--- config.mk ---
export PLATFORM = sky130hd
export DESIGN_NAME = i2c_reg_target
export DESIGN_NICKNAME = d
export VERILOG_FILES = /design/src/rtl/i2c_tgt_pkg.sv /design/src/rtl/i2c_bus_sync.sv /design/src/rtl/i2c_reg_bank.sv /design/src/rtl/i2c_reg_target.sv
export SDC_FILE = /design/constraint.sdc
export NUM_CORES = 1
export LEC_CHECK = 0
export ABC_AREA = 1
export CAP_MARGIN = 25
export CORE_ASPECT_RATIO = 0.6
export CORE_MARGIN = 8
export CORE_UTILIZATION = 45
export DETAILED_ROUTE_END_ITERATION = 7
export PLACE_DENSITY = 0.61
export SLEW_MARGIN = 5
export SYNTH_ARGS = -nofsm -noshare
export SYNTH_HDL_FRONTEND = slang
export SYNTH_SLANG_ARGS = --single-unit
--- constraint.sdc ---
create_clock -name clk -period 2.47 [get_ports clk]
set_input_delay 0.494 -clock clk [delete_from_list [all_inputs] [get_ports clk]]
set_output_delay 0.494 -clock clk [all_outputs]
set_load 0.01 [all_outputs]
--- src/rtl/i2c_tgt_pkg.sv ---
package i2c_tgt_pkg;

    typedef enum logic [3:0] {
        ST_IDLE,
        ST_ADDR,
        ST_ADDR_ACK,
        ST_CMD,
        ST_CMD_ACK,
        ST_WMSB,
        ST_WMSB_ACK,
        ST_WLSB,
        ST_WLSB_ACK,
        ST_RDBYTE,
        ST_RDACK,
        ST_IGNORE
    } tgt_state_e;

endpackage

--- src/rtl/i2c_bus_sync.sv ---
module i2c_bus_sync #(
    parameter int SYNC_STAGES = 2
) (
    input  logic clk,
    input  logic rst_n,
    input  logic scl_i,
    input  logic sda_i,
    output logic scl_lvl,
    output logic sda_lvl,
    output logic scl_rise,
    output logic scl_fall,
    output logic start_ev,
    output logic stop_ev
);
    localparam int TOP = SYNC_STAGES - 1;

    logic [TOP:0] scl_sr, sda_sr;
    logic         scl_d, sda_d;

    always_ff @(posedge clk or negedge rst_n) begin
        if (!rst_n) begin
            scl_sr <= '1;
            sda_sr <= '1;
            scl_d  <= 1'b1;
            sda_d  <= 1'b1;
        end else begin
            scl_sr <= {scl_sr[TOP-1:0], scl_i};
            sda_sr <= {sda_sr[TOP-1:0], sda_i};
            scl_d  <= scl_sr[TOP];
            sda_d  <= sda_sr[TOP];
        end
    end

    assign scl_lvl  = scl_sr[TOP];
    assign sda_lvl  = sda_sr[TOP];
    assign scl_rise = scl_lvl & ~scl_d;
    assign scl_fall = ~scl_lvl & scl_d;
    assign start_ev = scl_lvl & scl_d & sda_d & ~sda_lvl;
    assign stop_ev  = scl_lvl & scl_d & ~sda_d & sda_lvl;

endmodule

--- src/rtl/i2c_reg_bank.sv ---
module i2c_reg_bank #(
    parameter int NREG  = 8,
    parameter int IDX_W = 8,
    parameter int DW    = 16
) (
    input  logic             clk,
    input  logic             rst_n,
    input  logic             wr_en,
    input  logic             clr,
    input  logic [IDX_W-1:0] wr_idx,
    input  logic [DW-1:0]    wr_data,
    input  logic [IDX_W-1:0] rd_idx,
    output logic [DW-1:0]    rd_data
);
    logic [NREG-1:0][DW-1:0] bank_vec;

    for (genvar g = 0; g < NREG; g++) begin : g_reg
        logic [DW-1:0] q;

        always_ff @(posedge clk or negedge rst_n) begin
            if (!rst_n)
                q <= '0;
            else if (clr)
                q <= '0;
            else if (wr_en && wr_idx == IDX_W'(g))
                q <= wr_data;
        end

        assign bank_vec[g] = q;


        word_commit_chk: assert property (@(posedge clk) disable iff (!rst_n)
            (wr_en && !clr && wr_idx == IDX_W'(g)) |=> (q == $past(wr_data)));


        clear_all_chk: assert property (@(posedge clk) disable iff (!rst_n)
            clr |=> (q == '0));
    end

    always_comb begin
        rd_data = '0;
        for (int i = 0; i < NREG; i++)
            if (rd_idx == IDX_W'(i))
                rd_data = bank_vec[i];
    end

endmodule

--- src/rtl/i2c_reg_target.sv ---
module i2c_reg_target
    import i2c_tgt_pkg::*;
#(
    parameter int          NREG        = 8,
    parameter logic [3:0]  ADDR_HI     = 4'b0100,
    parameter logic [7:0]  CLR_CMD     = 8'h3F,
    parameter logic [15:0] CLR_KEY     = 16'h5A5A,
    parameter int          SYNC_STAGES = 2
) (
    input  logic       clk,
    input  logic       rst_n,
    input  logic       scl_i,
    input  logic       sda_i,
    input  logic [2:0] addr_pins,
    output logic       sda_pull_low
);
    localparam int BYTEW  = 8;
    localparam int DATA_W = 2 * BYTEW;
    localparam int CNTW   = $clog2(BYTEW + 1);
    localparam logic [CNTW-1:0] LAST_RX = CNTW'(BYTEW);
    localparam logic [CNTW-1:0] LAST_TX = CNTW'(BYTEW - 1);

    logic scl_lvl, sda_lvl, scl_rise, scl_fall, start_ev, stop_ev;

    i2c_bus_sync #(.SYNC_STAGES(SYNC_STAGES)) u_sync (
        .clk      (clk),
        .rst_n    (rst_n),
        .scl_i    (scl_i),
        .sda_i    (sda_i),
        .scl_lvl  (scl_lvl),
        .sda_lvl  (sda_lvl),
        .scl_rise (scl_rise),
        .scl_fall (scl_fall),
        .start_ev (start_ev),
        .stop_ev  (stop_ev)
    );

    tgt_state_e        state_q, state_d;
    logic [CNTW-1:0]   bit_cnt_q;
    logic [BYTEW-1:0]  shreg_q, ptr_q, msb_q;
    logic [DATA_W-1:0] rd_word_q, rd_data, wr_word;
    logic              rw_q, lsb_phase_q, mack_q, sda_low_q;
    logic              byte_done, addr_hit, clr_hit, bank_wr, bank_clr;

    assign byte_done = scl_fall && (bit_cnt_q == LAST_RX);
    assign addr_hit  = (shreg_q[BYTEW-1:1] == {ADDR_HI, addr_pins});
    assign wr_word   = {msb_q, shreg_q};
    assign clr_hit   = (ptr_q == CLR_CMD) && (wr_word == CLR_KEY);
    assign bank_wr   = (state_q == ST_WLSB) && byte_done && !clr_hit && !stop_ev && !start_ev;
    assign bank_clr  = (state_q == ST_WLSB) && byte_done && clr_hit && !stop_ev && !start_ev;

    i2c_reg_bank #(.NREG(NREG), .IDX_W(BYTEW), .DW(DATA_W)) u_bank (
        .clk     (clk),
        .rst_n   (rst_n),
        .wr_en   (bank_wr),
        .clr     (bank_clr),
        .wr_idx  (ptr_q),
        .wr_data (wr_word),
        .rd_idx  (ptr_q),
        .rd_data (rd_data)
    );

    // next-state logic
    always_comb begin
        state_d = state_q;
        if (stop_ev)
            state_d = ST_IDLE;
        else if (start_ev)
            state_d = ST_ADDR;
        else begin
            unique case (state_q)
                ST_IDLE, ST_IGNORE: state_d = state_q;
                ST_ADDR:     if (byte_done) state_d = addr_hit ? ST_ADDR_ACK : ST_IGNORE;
                ST_ADDR_ACK: if (scl_fall)  state_d = rw_q ? ST_RDBYTE : ST_CMD;
                ST_CMD:      if (byte_done) state_d = ST_CMD_ACK;
                ST_CMD_ACK:  if (scl_fall)  state_d = ST_WMSB;
                ST_WMSB:     if (byte_done) state_d = ST_WMSB_ACK;
                ST_WMSB_ACK: if (scl_fall)  state_d = ST_WLSB;
                ST_WLSB:     if (byte_done) state_d = ST_WLSB_ACK;
                ST_WLSB_ACK: if (scl_fall)  state_d = ST_IGNORE;
                ST_RDBYTE:   if (scl_fall && bit_cnt_q == LAST_TX) state_d = ST_RDACK;
                ST_RDACK:    if (scl_fall)  state_d = (mack_q && !lsb_phase_q) ? ST_RDBYTE : ST_IGNORE;
                default:     state_d = ST_IDLE;
            endcase
        end
    end

    // state register
    always_ff @(posedge clk or negedge rst_n) begin
        if (!rst_n) state_q <= ST_IDLE;
        else        state_q <= state_d;
    end

    // datapath and SDA drive
    always_ff @(posedge clk or negedge rst_n) begin
        if (!rst_n) begin
            bit_cnt_q   <= '0;
            shreg_q     <= '0;
            ptr_q       <= '0;
            msb_q       <= '0;
            rd_word_q   <= '0;
            rw_q        <= 1'b0;
            lsb_phase_q <= 1'b0;
            mack_q      <= 1'b0;
            sda_low_q   <= 1'b0;
        end else if (stop_ev || start_ev) begin
            bit_cnt_q   <= '0;
            lsb_phase_q <= 1'b0;
            sda_low_q   <= 1'b0;
        end else begin
            unique case (state_q)
                ST_ADDR, ST_CMD, ST_WMSB, ST_WLSB: begin
                    if (scl_rise) begin
                        shreg_q   <= {shreg_q[BYTEW-2:0], sda_lvl};
                        bit_cnt_q <= bit_cnt_q + 1'b1;
                    end else if (byte_done) begin
                        bit_cnt_q <= '0;
                        case (state_q)
                            ST_ADDR: begin
                                rw_q      <= shreg_q[0];
                                sda_low_q <= addr_hit;
                            end
                            ST_CMD: begin
                                ptr_q     <= shreg_q;
                                sda_low_q <= 1'b1;
                            end
                            ST_WMSB: begin
                                msb_q     <= shreg_q;
                                sda_low_q <= 1'b1;
                            end
                            default: sda_low_q <= !clr_hit;
                        endcase
                    end
                end
                ST_ADDR_ACK: begin
                    if (scl_fall) begin
                        if (rw_q) begin
                            rd_word_q <= rd_data;
                            shreg_q   <= rd_data[DATA_W-1 -: BYTEW];
                            sda_low_q <= ~rd_data[DATA_W-1];
                            bit_cnt_q <= '0;
                        end else begin
                            sda_low_q <= 1'b0;
                        end
                    end
                end
                ST_CMD_ACK, ST_WMSB_ACK, ST_WLSB_ACK: begin
                    if (scl_fall) sda_low_q <= 1'b0;
                end
                ST_RDBYTE: begin
                    if (scl_fall) begin
                        if (bit_cnt_q == LAST_TX) begin
                            sda_low_q <= 1'b0;
                            bit_cnt_q <= '0;
                        end else begin
                            sda_low_q <= ~shreg_q[BYTEW-2];
                            shreg_q   <= {shreg_q[BYTEW-2:0], 1'b0};
                            bit_cnt_q <= bit_cnt_q + 1'b1;
                        end
                    end
                end
                ST_RDACK: begin
                    if (scl_rise) mack_q <= ~sda_lvl;
                    if (scl_fall && mack_q && !lsb_phase_q) begin
                        lsb_phase_q <= 1'b1;
                        shreg_q     <= rd_word_q[BYTEW-1:0];
                        sda_low_q   <= ~rd_word_q[BYTEW-1];
                        bit_cnt_q   <= '0;
                    end
                end
                default: ;
            endcase
        end
    end

    assign sda_pull_low = sda_low_q;


    bit_cnt_range_chk: assert property (@(posedge clk) disable iff (!rst_n)
        bit_cnt_q <= LAST_RX);


    ignore_quiet_chk: assert property (@(posedge clk) disable iff (!rst_n)
        (state_q == ST_IGNORE) |-> !sda_pull_low);


    clear_nack_chk: assert property (@(posedge clk) disable iff (!rst_n)
        bank_clr |=> !sda_pull_low);


    start_addr_chk: assert property (@(posedge clk) disable iff (!rst_n)
        start_ev |=> (state_q == ST_ADDR && bit_cnt_q == '0));


    stop_release_chk: assert property (@(posedge clk) disable iff (!rst_n)
        stop_ev |=> (state_q == ST_IDLE && !sda_pull_low));


    sda_hold_chk: assert property (@(posedge clk) disable iff (!rst_n)
        (scl_lvl && $past(scl_lvl) && !$past(start_ev) && !$past(stop_ev))
            |-> $stable(sda_pull_low));

endmodule

Word level (Yosys, flattened, before mapping). Cells that the tools add are included. W data, S select, Z words.

Register bits: 178. Output and inout port bits: 1.

Equality and inequality tests: 48. $add $sub $neg: 1. Bitwise operators: 16. Reductions and logical operators: 55. Multiplexer cells: 70.

Operator list (number): $mux W16 (24); $mux W4 (22); $mux W8 (6); $ne A4 B4 Y1 const B (11); $pmux W4 S11 (1); $eq A8 B3 Y1 const B (4); $pmux W8 S4 (1); $ne A3 B3 Y1 const B (8); $logic_and A1 B1 Y1 (21); $eq A4 B3 Y1 const B (5); $eq A4 B4 Y1 const B (5); $reduce_bool A2 Y1 (10); $eq A16 B15 Y1 const B (1); $eq A8 B2 Y1 const B (2); $pmux W4 S4 (1); $reduce_and A5 Y1 (3); $mux W1 (12); $ne A2 B2 Y1 const B (6); $reduce_and A11 Y1 (1); $not A1 Y1 (9); $eq A4 B2 Y1 const B (2); $eq A8 B1 Y1 const B (1); $eq A8 B6 Y1 const B (1); $logic_not A8 Y1 (1); 22 further kinds (32).

Logic depth before layout (Yosys ltp).
Depth after elaboration: 14. Mapped depth: 13. Gate-level depth less buffers: 12.

Hierarchy. A second synthesis with hierarchy kept.

Cell total of the unflattened synthesis: 1073. Area, all modules: 8749.6 um2.

By module, submodules not included: i2c_reg_bank (instances 1, cells an instance 690, area an instance 5839.4 um2); i2c_reg_target (instances 1, cells an instance 366, area an instance 2711.4 um2); i2c_bus_sync (instances 1, cells an instance 17, area an instance 198.9 um2).

Worst setup path before layout. OpenSTA, ideal clock, no wires.

Kind: reg2reg. From: reg bit_cnt_q[0]. To: reg u_bank.g_reg[0].q[3]. Slack: 0.719 ns. Required time: 2.338 ns. Stages on the path, launching flop included: 10. Data arrival time: 1.619 ns. Path buffers: 0. Setup time: 0.132 ns. Cell sequence: dfrtp_1 inv_1 ha_1 nand3_1 nor2_2 nand2_1 inv_2 nand3_2 nand2_1 o21ai_1.

Longest elaborated chain between the ends: 8. Elaborated cells between the ends (all ways): 12. Those cells by class: eq/ne (1); mux (1); reduce/logical (10).

Ends and longest elaborated chain: from (decl) (RTL line i2c_reg_target.sv:39) `logic [CNTW-1:0] bit_cnt_q;`; from (signal assigned) (RTL line i2c_reg_target.sv:115) `bit_cnt_q <= bit_cnt_q + 1'b1;`; from (signal assigned) (RTL line i2c_reg_target.sv:158) `bit_cnt_q <= bit_cnt_q + 1'b1;`; $eq A4 B4 Y1 (*) (RTL line i2c_reg_target.sv:45) `assign byte_done = scl_fall && (bit_cnt_q == LAST_RX);`; $logic_and A1 B1 Y1 (*) (RTL line i2c_reg_target.sv:45); $logic_and A1 B1 Y1 (*) (RTL line i2c_reg_target.sv:49, i2c_reg_target.sv:50); $logic_and A1 B1 Y1 (3 in a row) (RTL line i2c_reg_target.sv:49) `assign bank_wr = (state_q == ST_WLSB) && byte_done && !clr_hit && !stop_ev && !start_ev;`; $logic_and A1 B1 Y1 (RTL line i2c_reg_bank.sv:25) `else if (wr_en && wr_idx == IDX_W'(g))`; $reduce_bool A2 Y1 (no line); to (signal assigned) (RTL line i2c_reg_bank.sv:26) `q <= wr_data;`; to (decl) (RTL line i2c_reg_bank.sv:18) `logic [DW-1:0] q;`.

Every way passes the cells marked *; elsewhere a longest branch is shown, timed or not. A chain may end at the register's enable or synchronous reset.

Final worst setup path.
From: reg u_sync.sda_sr[1]. To: reg state_q[3].

Longest elaborated chain between the ends: 4. Elaborated cells between the ends (all ways): 17. Those cells by class: eq/ne (11); mux (2); bitwise (3); reduce/logical (1).

Ends and longest elaborated chain: from (decl) (RTL line i2c_bus_sync.sv:17) `logic [TOP:0] scl_sr, sda_sr;`; from (signal assigned) (RTL line i2c_bus_sync.sv:28) `sda_sr <= {sda_sr[TOP-1:0], sda_i};`; $not A1 Y1 (RTL line i2c_bus_sync.sv:38) `assign start_ev = scl_lvl & scl_d & sda_d & ~sda_lvl;`; $and A1 B1 Y1 (RTL line i2c_bus_sync.sv:38); $ne A4 B4 Y1 (no line) (tied with other cells); $reduce_and A11 Y1 (no line) / $mux W4 (equally long branches); to (signal assigned) (RTL line i2c_reg_target.sv:91) `else state_q <= state_d;`; to (decl) (RTL line i2c_reg_target.sv:38) `tgt_state_e state_q, state_d;`.

Several ways; a longest one is shown, not always the timed one.

==> results.toml <==
[pwr]
finalPower_mw = 7.72
p_per_area_mw_per_mm2 = 810
pwr-share-seq = 0.411
ir_drop_mv = 0.551
pwr-share-clk = 0.358
combPwrFrac = 0.230
p_int_mw = 5.01
p_switching_mw = 2.70
power.leakage_nw = 4.59
p_sw_frac = 0.350

[die]
io_pins = 8
rows = 39
core-area_sq_mm = 0.0189
start_util = 0.456
die_h_um = 123
dieArea_sq_mm = 0.0240
dieWidth_um = 195

[yosys]
yosysMostFrequentCell = "nand2_1"
yosys-top-cells-count = "nand2_1, dfrtp_1, o21ai_1, inv_1, nand3_1"
synth_nets = 1028
synth.area.top_cells = "dfrtp_1, nand2_1, o21ai_1, nand3_1, o21ai_2"
yosysSeqAreaShare = 0.518
synthMuxAreaShare = 0
ys_types = 38
syn_area_per_cell_sq_um = 8.45
ys_async_sr_fraction = 1.00
synth_edf_count = 0
netlist_instances = 1019
synth_compound_area_frac = 0.145
synth_top_area_share = 0.500
synth-adder-area-share = 0.00291
synth_ff_type = "dfrtp_1"
yosysTopAreaCell = "dfrtp_1"
synth_top_family_by_area = "simple AND/OR/NAND/NOR gates"
synth_xor_area_frac = 0.00204
ys_ff_latch = 178
ys.warnings.count = 0
yosys.area_share.simple = 0.258
syn_area_sq_mm = 0.00861

[layout]
drive_gt1_frac = 0.140
syn2layout_area_growth_pct = 10.7
multi_input_area_sq_mm = 0.00351
fin_nets = 1046
seq_area_sq_mm = 0.00446
fillerInstances = 1815
diodes = 0

[sta]
maxSlewHeadroom = 0.352
hold_ws_ps = 28.1
hold_viol = 0
rsz0062_at_grt = "false"
post-route-min-period_ps = 2280
layout_setup_ws_ps = 190
timing.fmax_ghz = 0.439
skew_ps = 9.96
tightest_slew_ps = 968
slew_violations = 0
finalSetupTns_ps = 0
fin_crit_sh = 0.923
setup_violations = 0

[detailed_routing]
ant_nets = 0
viasPerCell = 5.39
vias = 6990
drt_first_iter_violations = 676
wl_per_cell_um = 18.2
firstDrtPassIters = 5
remaining_drc_errors = 0
drt_wl_total_um = 23600

[cts]
clockBufferDepth = 2
cts.clk_slew.worst_paths_ps = 70
htree_levels = 4
cts-buffers-inserted = 17
hold_buffers = 0
tritoncts = "yes"
cts-root-buf = "clkbuf_16"
post_cts_buffers = 0
cts_num_sinks = 178
clk_latency_ps = 440

[grt]
antenna_found_initial = 0
grt_usage = 0.204
grt_max_degree = 60
grt_pass1_wl_um = 37600
grt_pass1_vias = 6428
gr-total-overflow = 0

[setup_path]
worstSetupStartpointType = "flop"
path_class = "reg2reg"
setup.worst_path.start = "u_sync.sda_sr[1]"
arrival_ps = 2620
crit_path_end_kind = "flop"
cp_max_fo = 9
crit_slowest_cell = "dfstp_2"
crit_buf_inv = 2
crit_top_cell = "nand2_1"
r2r_start = "u_sync.sda_sr[1]"
path_delay_family = "simple AND/OR/NAND/NOR gates"
cpPeakStageDelay_ps = 550
required_ps = 2810
cp_cell_sequence = "inv_1 > nor2_1 > nand2_1 > nand2_1 > clkinv_1 > nand2_1 > nand4_1 > o21ai_0"

[min_path]
hold_class = "in2async"

[place]
place_ws_ps = 306
hpwlAfterDp_um = 16500
port_buffers = 7
finalWeightedCongestion = 0.893

[flow_run]
drv_cap = 0

[outcome]
status = "finished, final reports clean"
## per-layer routing
metal	vias to the layer above	GRT usage	part of all wire
li1	3390	-	-
met1	3365	0.321	0.53
met2	219	0.270	0.38
met3	16	0.0522	0.080
met4	0	0.0494	0.010
met5	-	0	0
## registers in the layout (all words and copies together), names as in the netlist
name and flops:
sda_pull_low 1, u_sync.scl_d 1, rw_q 1, msb_q 8, u_sync.sda_d 1, state_q 4
u_sync.sda_sr 2, lsb_phase_q 1, mack_q 1, ptr_q 8, u_bank.g.q 128, u_sync.scl_sr 2
bit_cnt_q 4, shreg_q 8, rd_word_q 8
## worst register-to-register path, delay by kind of cell (launching register included)
family	cells	cell delay (ps)
flip-flops	1	550
buffers and inverters	2	410
AND/OR/NAND/NOR	5	1070
AO/OA/AOI/OAI	1	150
## worst paths after layout
kind,end,slack (ps),depth (start not counted)
max,state_q[3],190,8
min in group clk,u_sync.scl_sr[1],360,0
max reg2reg,state_q[3],190,8
min reg2reg,u_sync.scl_sr[1],360,0
min,u_bank.g_reg[0].q[9],30,1
max in group asynchronous,u_sync.sda_sr[0],1690,2
## stage by stage
step           cell area [sq um]   util  instances
2_1_floorplan               8610      -       1019
3_5_place_dp                8930  0.473       1264
3_3_place_gp                8930  0.473       1264
6_report                    9530  0.505       1296
5_1_grt                     9530  0.505       1296
4_1_cts                     9530  0.505       1296
## cell type report
cell class | count | share of cell area
Sequential cell | 178 | 0.468
Multi-Input combinational cell | 721 | 0.368
Clock buffer | 18 | 0.0461
Timing Repair Buffer | 39 | 0.0369
Tap cell | 246 | 0.0323
Inverter | 80 | 0.0315
Clock inverter | 14 | 0.0171
## logic make-up (layout without fill, tap and decap cells)
family,after synthesis,in the layout
buf+inv,120,151
xor+xnor,2,2
compound gates,220,220
flops,178,178
simple gates,497,497
fa+ha+maj,2,2
## power by group through the flow
| stage | Clock [mW] | Sequential (mW) | Combinational [mW] |
|---|---|---|---|
| after floorplan | 0 | 3.19 | 1.17 |
| after global routing | 2.92 | 3.19 | 1.98 |
| after CTS | 2.80 | 3.17 | 1.74 |
| after global placement | 0 | 3.22 | 1.74 |
| final | 2.77 | 3.17 | 1.78 |
| after detailed placement | 0 | 3.23 | 1.74 |
## layout by cell type (no fill, tap or decap), types with 2 or more instances in the layout
cell / netlist / layout
a21oi_1: 34 / 34
a31oi_1: 9 / 9
buf_12: 0 / 3
buf_4: 2 / 29
clkbuf_16: 0 / 17
clkbuf_8: 0 / 2
clkdlybuf4s50_1: 0 / 6
clkinv_4: 0 / 5
dfrtp_1: 172 / 172
dfstp_2: 6 / 6
ha_1: 2 / 2
inv_1: 72 / 72
inv_2: 7 / 7
inv_8: 0 / 5
nand2_1: 330 / 330
nand2_2: 11 / 11
nand2_4: 3 / 3
nand3_1: 55 / 55
nand3_2: 2 / 2
nand4_1: 28 / 28
nor2_1: 38 / 37
nor2_2: 9 / 10
nor2_4: 2 / 2
nor3_1: 2 / 2
nor3_2: 2 / 2
o21ai_0: 36 / 36
o21ai_1: 104 / 104
o21ai_2: 31 / 31
o22ai_1: 4 / 4
or2_0: 8 / 8
or2_2: 2 / 2
## what timing repair did
action | 4_1_cts | 5_1_grt
gates resized for setup | 0 | 1
endpoints found under the setup margin | 0 | 1
endpoints found under the hold margin | 0 | 0
Power figures use the tool's default switching activity.
